## src/rtl/dmach_pkg.sv

```systemverilog
package dmach_pkg;
  localparam int NREG    = 6;
  localparam int AR_CUR  = 0;
  localparam int AR_LIM  = 1;
  localparam int AR_BEG  = 2;
  localparam int AR_END  = 3;
  localparam int AR_INIT = 4;
  localparam int AR_SIZE = 5;

  localparam logic [15:0] OFS_CSR = 16'h0000;

  // command bits (write) and flag bits (read) of the control register
  localparam int CB_SETEN = 0;
  localparam int CB_SETSU = 1;
  localparam int CB_DEV2M = 2;
  localparam int CB_CLRC  = 3;
  localparam int CB_RST   = 4;
  localparam int CMD_W    = 5;

  localparam int SB_EN  = 0;
  localparam int SB_SU  = 1;
  localparam int SB_DIR = 2;
  localparam int SB_CMP = 3;

  function automatic logic [15:0] areg_ofs(input int idx);
    case (idx)
      AR_CUR:  return 16'h4000;
      AR_LIM:  return 16'h4004;
      AR_BEG:  return 16'h4008;
      AR_END:  return 16'h400C;
      AR_INIT: return 16'h4200;
      default: return 16'h4204;
    endcase
  endfunction
endpackage

```

## src/rtl/dmach_dec.sv

```systemverilog
module dmach_dec
  import dmach_pkg::*;
#(
  parameter int OFS_W = 16,
  parameter int BE_W  = 4
) (
  input  logic             sel,
  input  logic             wr,
  input  logic [BE_W-1:0]  be,
  input  logic [OFS_W-1:0] addr,
  output logic             rd_en,
  output logic             csr_hit,
  output logic             wr_csr,
  output logic [NREG-1:0]  areg_hit,
  output logic [NREG-1:0]  wr_areg
);
  logic acc_ok;

  assign acc_ok  = sel && (be == {BE_W{1'b1}}) && (addr[1:0] == 2'b00);
  assign rd_en   = acc_ok && !wr;
  assign csr_hit = acc_ok && (addr == OFS_W'(OFS_CSR));
  assign wr_csr  = csr_hit && wr;

  for (genvar g = 0; g < NREG; g++) begin : g_hit
    assign areg_hit[g] = acc_ok && (addr == OFS_W'(areg_ofs(g)));
    assign wr_areg[g]  = areg_hit[g] && wr;
  end
endmodule

```

## src/rtl/dmach_ctrl.sv

```systemverilog
module dmach_ctrl
  import dmach_pkg::*;
(
  input  logic             clk,
  input  logic             rst,
  input  logic             wr_csr,
  input  logic [CMD_W-1:0] cmd,
  input  logic             done,
  output logic             en_q,
  output logic             su_q,
  output logic             dir_q,
  output logic             cmp_q
);
  logic en_n, su_n, dir_n, cmp_n;

  always_comb begin
    en_n  = en_q;
    su_n  = su_q;
    dir_n = dir_q;
    cmp_n = cmp_q;
    if (wr_csr) begin
      if (cmd[CB_SETEN]) en_n  = 1'b1;
      if (cmd[CB_SETSU]) su_n  = 1'b1;
      if (cmd[CB_DEV2M]) dir_n = 1'b1;
      if (cmd[CB_CLRC])  cmp_n = 1'b0;
    end
    if (done) begin
      cmp_n = 1'b1;
      if (su_q) en_n = 1'b0;
    end
    if (wr_csr && cmd[CB_RST]) begin
      en_n  = 1'b0;
      su_n  = 1'b0;
      dir_n = 1'b0;
      cmp_n = 1'b0;
    end
  end

  always_ff @(posedge clk) begin
    if (rst) begin
      en_q  <= 1'b0;
      su_q  <= 1'b0;
      dir_q <= 1'b0;
      cmp_q <= 1'b0;
    end else begin
      en_q  <= en_n;
      su_q  <= su_n;
      dir_q <= dir_n;
      cmp_q <= cmp_n;
    end
  end

  // reset command clears every flag
  p_reset_cmd_r5: assert property (@(posedge clk) disable iff (rst)
    wr_csr && cmd[CB_RST] |=> !en_q && !su_q && !dir_q && !cmp_q);

  // an all-zero command leaves the flags alone
  p_zero_cmd_r6: assert property (@(posedge clk) disable iff (rst)
    wr_csr && (cmd == '0) && !done |=> $stable({en_q, su_q, dir_q, cmp_q}));

  // reaching the limit sets complete
  p_done_sets_r9: assert property (@(posedge clk) disable iff (rst)
    done && !(wr_csr && cmd[CB_RST]) |=> cmp_q);

  // single-update stops the channel at the limit
  p_single_stop_r10: assert property (@(posedge clk) disable iff (rst)
    done && su_q |=> !en_q);
endmodule

```

## src/rtl/dmach_addr.sv

```systemverilog
module dmach_addr
  import dmach_pkg::*;
#(
  parameter int DW   = 32,
  parameter int STEP = 4
) (
  input  logic            clk,
  input  logic            rst,
  input  logic [NREG-1:0] wr_areg,
  input  logic [DW-1:0]   wdata,
  input  logic            ack,
  input  logic            en,
  input  logic            su,
  output logic [DW-1:0]   q [NREG],
  output logic            done
);
  logic [DW-1:0] nxt;
  logic          step_ok;
  logic [NREG-1:0] seq_upd;
  logic [DW-1:0]   seq_val [NREG];

  assign step_ok = en && ack;
  assign nxt     = q[AR_CUR] + DW'(STEP);
  assign done    = step_ok && (nxt == q[AR_LIM]);

  always_comb begin
    for (int i = 0; i < NREG; i++) begin
      seq_upd[i] = 1'b0;
      seq_val[i] = q[i];
    end
    if (step_ok) begin
      seq_upd[AR_CUR] = 1'b1;
      if (done && !su) begin
        seq_val[AR_CUR] = q[AR_BEG];
        seq_upd[AR_LIM] = 1'b1;
        seq_val[AR_LIM] = q[AR_END];
      end else begin
        seq_val[AR_CUR] = nxt;
      end
    end
  end

  always_ff @(posedge clk) begin
    for (int i = 0; i < NREG; i++) begin
      if (rst)             q[i] <= '0;
      else if (wr_areg[i]) q[i] <= wdata;
      else if (seq_upd[i]) q[i] <= seq_val[i];
    end
  end

  // an accepted acknowledge moves the pointer by one step
  p_step_r8: assert property (@(posedge clk) disable iff (rst)
    step_ok && !done && !wr_areg[AR_CUR] |=> q[AR_CUR] == $past(q[AR_CUR]) + DW'(STEP));

  // chained mode reloads the pointer from start
  p_reload_r9: assert property (@(posedge clk) disable iff (rst)
    done && !su && !wr_areg[AR_CUR] && !wr_areg[AR_BEG] |=> q[AR_CUR] == $past(q[AR_BEG]));
endmodule

```

## src/rtl/dmach_regs.sv

```systemverilog
module dmach_regs
  import dmach_pkg::*;
#(
  parameter int DW    = 32,
  parameter int OFS_W = 16,
  parameter int STEP  = 4
) (
  input  logic             clk,
  input  logic             rst,
  input  logic             bus_sel,
  input  logic             bus_wr,
  input  logic [DW/8-1:0]  bus_be,
  input  logic [OFS_W-1:0] bus_addr,
  input  logic [DW-1:0]    bus_wdata,
  output logic [DW-1:0]    bus_rdata,
  input  logic             dev_ack,
  output logic             dev_req,
  output logic [DW-1:0]    mem_addr,
  output logic             xfer_dir,
  output logic             irq
);
  localparam int BE_W = DW / 8;

  logic            rd_en, csr_hit, wr_csr, done;
  logic [NREG-1:0] areg_hit, wr_areg;
  logic            en_q, su_q, dir_q, cmp_q;
  logic [DW-1:0]   areg [NREG];
  logic [DW-1:0]   rd_val;

  dmach_dec #(.OFS_W(OFS_W), .BE_W(BE_W)) u_dec (
    .sel(bus_sel), .wr(bus_wr), .be(bus_be), .addr(bus_addr),
    .rd_en(rd_en), .csr_hit(csr_hit), .wr_csr(wr_csr),
    .areg_hit(areg_hit), .wr_areg(wr_areg)
  );

  dmach_ctrl u_ctrl (
    .clk(clk), .rst(rst), .wr_csr(wr_csr), .cmd(bus_wdata[CMD_W-1:0]),
    .done(done), .en_q(en_q), .su_q(su_q), .dir_q(dir_q), .cmp_q(cmp_q)
  );

  dmach_addr #(.DW(DW), .STEP(STEP)) u_addr (
    .clk(clk), .rst(rst), .wr_areg(wr_areg), .wdata(bus_wdata),
    .ack(dev_ack), .en(en_q), .su(su_q), .q(areg), .done(done)
  );

  always_comb begin
    rd_val = '0;
    if (csr_hit) begin
      rd_val[SB_EN]  = en_q;
      rd_val[SB_SU]  = su_q;
      rd_val[SB_DIR] = dir_q;
      rd_val[SB_CMP] = cmp_q;
    end
    for (int i = 0; i < NREG; i++)
      if (areg_hit[i]) rd_val = rd_val | areg[i];
  end

  always_ff @(posedge clk) begin
    if (rst)        bus_rdata <= '0;
    else if (rd_en) bus_rdata <= rd_val;
    else            bus_rdata <= '0;
  end

  assign dev_req  = en_q;
  assign mem_addr = areg[AR_CUR];
  assign xfer_dir = dir_q;
  assign irq      = cmp_q & (en_q | cmp_q);

  // interrupt holds until a clear-complete or reset command
  p_irq_hold_r11: assert property (@(posedge clk) disable iff (rst)
    irq && !(wr_csr && (bus_wdata[CB_CLRC] || bus_wdata[CB_RST])) |=> irq);

  // a read with partial byte enables returns zero
  p_partial_read_r1: assert property (@(posedge clk) disable iff (rst)
    bus_sel && !bus_wr && (bus_be != {BE_W{1'b1}}) |=> bus_rdata == '0);

  // with no request and no pointer write the address is stable
  p_idle_hold_r8: assert property (@(posedge clk) disable iff (rst)
    !dev_req && !wr_areg[AR_CUR] |=> $stable(mem_addr));
endmodule

```

## config.mk

```make
export PLATFORM = sky130hd
export DESIGN_NAME = dmach_regs
export DESIGN_NICKNAME = d
export VERILOG_FILES = /design/src/rtl/dmach_pkg.sv /design/src/rtl/dmach_dec.sv /design/src/rtl/dmach_ctrl.sv /design/src/rtl/dmach_addr.sv /design/src/rtl/dmach_regs.sv
export SDC_FILE = /design/constraint.sdc
export NUM_CORES = 1
export LEC_CHECK = 0
export ABC_AREA = 1
export BUFFER_PORTS_ARGS = -buffer_cell sky130_fd_sc_hd__buf_2
export CELL_PAD_IN_SITES_DETAIL_PLACEMENT = 0
export CELL_PAD_IN_SITES_GLOBAL_PLACEMENT = 1
export CORE_ASPECT_RATIO = 0.5
export CORE_MARGIN = 3
export CORE_UTILIZATION = 47
export CTS_BUF_LIST = sky130_fd_sc_hd__clkbuf_4
export CTS_CLUSTER_SIZE = 28
export DETAILED_ROUTE_END_ITERATION = 10
export PLACE_DENSITY = 0.93
export SYNTH_ARGS = -nofsm -noshare
export SYNTH_HDL_FRONTEND = slang
export SYNTH_SLANG_ARGS = --single-unit
export TNS_END_PERCENT = 20
```

## constraint.sdc

```tcl
create_clock -name clk -period 6.26 [get_ports clk]
set_clock_uncertainty 0.15 [all_clocks]
set_input_delay 0.626 -clock clk [delete_from_list [all_inputs] [get_ports clk]]
set_output_delay 0.626 -clock clk [all_outputs]
set_load 0.1 [all_outputs]
```

==> flow_metrics.tcl <==
set metrics [dict create \
    drt-total-wl_microns 39400 \
    switching_share_pct 24.8 \
    multiInputGateArea_sq_um 5640 \
    layout.area.seq_sq_um 4560 \
    cts.sinks 228 \
    ys_warn_count 0 \
    synthesis.area_sq_um 11500 \
    vias 12434 \
    final_util_pct 54.3 \
    fill_cells 2366 \
    dr.pass1.iters 6 \
    timing.final.setup_violations 0 \
    wl_per_cell_microns 18.2 \
    slew_headroom_pct 33.4 \
    drcViolationCount 0 \
    areaGrowthSynthToFinish_pct 10.4 \
    worstPathArrival_ns 4.55 \
    grt_overflow_total 0 \
    finalCriticalPeriod_ns 4.13 \
    maxCapViolCount 0 \
    initial_core_util_pct 49.2 \
    grt_start_max_net_pins 85 \
    syn_inst 1732 \
    io_buffer_count 123 \
    cts_inserted_buffers 53 \
    htree_levels 2 \
    dieArea_sq_um 26600 \
    place_congestion 0.976 \
    drt_iter0_markers 1626 \
    ant_nets 0 \
    ys_ff_latch 228 \
    cts_root_buf "clkbuf_4" \
    cts_tree "yes" \
    grt_pass1_vias 11437 \
    ioPinCount 124 \
    pwr_density_cell_nw_per_um2 212 \
    cp_data_required_time_ns 6.68 \
    hold_class "in2reg" \
    layout-drive-gt1-share_pct 13.6 \
    synth_nets 1790 \
    finalSetupTns_ns 0 \
    p_leak_nw 5.04 \
    fin_crit_sh_pct 66.0 \
    synthArstFlopShare_pct 0 \
    synth.distinct_cells 34 \
    clock.fmax_mhz 242 \
    layout_common_cells "nand2_1, a21oi_1, dfxtp_1" \
    sequentialPowerShare_pct 53.5 \
    internal_power_mw 2.04 \
    yosysTopAreaCellShare_pct 39.5 \
    seq_area_frac_synth_pct 39.5 \
    end_kind "flip-flop" \
    postCtsSetupBuffers 0 \
    die_h_microns 117 \
    grt_pass1_wl_microns 61300 \
    crit_type "reg2reg" \
    pwr-share-clk_pct 43.7 \
    num_rows 39 \
    rsz0062_at_grt "no" \
    grtUsageTotal_pct 29.3 \
    core-area_sq_um 23500 \
    hold_viol_final 0 \
    worstMarginPinSlew_ns 0.999 \
    p_comb_share_pct 2.8 \
    finalMaxSlewViolations 0 \
    final_common_cell "nand2_1" \
    cts.clk_slew.worst_paths_ns 0.07 \
    syn_avg_cell_area_sq_um 6.67 \
    synth_top_flop_cell "dfxtp_1" \
    synth_edf_count 0 \
    viasPerCell 5.74 \
    holdBufCountCts 0 \
    clk_path_buf_depth 3 \
    outcome "finished, final reports clean" \
    worst_skew_pair.late_latency_ns 0.73 \
    hpwl_microns 25600 \
    ir_drop_uv 90.2 \
    yosys.area.top_type "dfxtp_1" \
    antenna_found_initial 1 \
    final_nets 1856 \
    startpoint_type "flip-flop" \
    cts.repair.resized 0 \
    synthTopCellsByArea "dfxtp_1, a21oi_1, o21ai_0" \
    critPathMaxFanout 33 \
    die_x_microns 228 \
    switchingPower_uw 671 \
]
==> cells by family (layout without fill, tap and decap cells) <==
logic type	Yosys count	count (layout)	share of synthesized area, %
AO/OA/AOI/OAI	546	546	24.6
adder cells (fa/ha/maj)	1	1	0.108
buffers and inverters	325	427	12.0
flip-flops	228	228	39.5
other	0	3	0
AND/OR/NAND/NOR	632	632	23.8
==> layout make-up <==
cell class | instances | share of cell area, %
antenna | 3 | 0.0589
clock buffer | 78 | 4.59
clock inverter | 13 | 0.393
inverter | 192 | 5.66
multi-input combinational | 1179 | 44.2
sequential | 228 | 35.8
tap | 328 | 3.22
timing repair buffer | 144 | 6.07
==> sequential cells by signal, summed over array words and instances, names as in the netlist <==
register,cells
u_addr.q,192
bus_rdata,32
u_ctrl.cmp_q,1
u_ctrl.dir_q,1
u_ctrl.en_q,1
u_ctrl.su_q,1
==> metrics by stage <==
| step | cells | hold slack, ns | cell area [sq um] | worst slack (ns) | power (mW) |
|---|---|---|---|---|---|
| final | 2165 | 0.0323 | 12700 | 2.13 | 2.71 |
| after global routing | 2165 | 0.0297 | 12700 | 1.86 | 2.81 |
| after detailed placement | 2071 | 0.321 | 12100 | 1.92 | 1.56 |
| after floorplan | 1732 | 0.305 | 11500 | 3.51 | 1.52 |
| after global placement | 2071 | 0.313 | 12100 | 2.09 | 1.55 |
| after CTS | 2162 | 0.000401 | 12700 | 2.32 | 2.72 |
==> critical path, stage by stage, from the launching register on <==
cell and delay, ns:
dfxtp_1 0.48, nand2_1 0.14, nor2_1 0.36, nand3_1 0.33, nor2_1 0.16, nand2_1 0.08, nand3b_1 0.10, nand2_1 0.06
nor2_1 0.14, nand3_1 0.15, nor2_4 0.09, buf_4 0.41, nand3_2 0.17, nand2_4 0.39, inv_2 0.43, o21ai_0 0.28
nor2_1 0.07
==> synthesized netlist by cell type (2+ instances only) <==
| cell | instances |
|---|---|
| inv_2 | 2 |
| buf_4 | 34 |
| nand2_1 | 284 |
| buf_2 | 12 |
| nand4_1 | 36 |
| inv_1 | 187 |
| buf_1 | 3 |
| nor2_2 | 6 |
| nor4_1 | 2 |
| nand3_1 | 121 |
| o21ai_0 | 215 |
| nand2_2 | 2 |
| a221oi_1 | 13 |
| nor2_1 | 159 |
| nor3_1 | 3 |
| dfxtp_1 | 228 |
| o22ai_1 | 35 |
| a41oi_1 | 2 |
| o21ai_1 | 36 |
| nand3b_1 | 8 |
| nor2_4 | 4 |
| nor3b_1 | 2 |
| clkinv_1 | 3 |
| a21oi_1 | 243 |
| buf_6 | 3 |
| clkbuf_1 | 81 |
==> power groups by stage <==
stage | sequential (mW) | clock [mW] | combinational [mW]
5_1_grt | 1.45 | 1.28 | 0.0817
2_1_floorplan | 1.48 | 0 | 0.0392
4_1_cts | 1.45 | 1.20 | 0.0730
3_3_place_gp | 1.48 | 0 | 0.0713
6_report | 1.45 | 1.18 | 0.0751
3_5_place_dp | 1.48 | 0 | 0.0729
==> layer usage <==
layer | vias to the layer above | GRT usage (%) | share of wire (%) | wire (microns)
li1 | 5934 | - | - | -
met1 | 5705 | 41.3 | 44 | 17500
met2 | 711 | 45.1 | 41 | 16400
met3 | 84 | 6.98 | 12 | 4790
met4 | 0 | 8.43 | 2.0 | 787
met5 | - | 0 | 0 | 0
==> final timing paths <==
path | slack, ns | to | cells after the start | start
max | 2.13 | u_addr.q[137] | 16 | u_addr.q[172]
min | 0.03 | u_ctrl.dir_q | 3 | bus_wdata[2]
max reg2reg | 2.13 | u_addr.q[137] | 16 | u_addr.q[172]
min reg2reg | 0.33 | u_addr.q[138] | 2 | u_addr.q[138]
(Power assumes the default switching activity.)
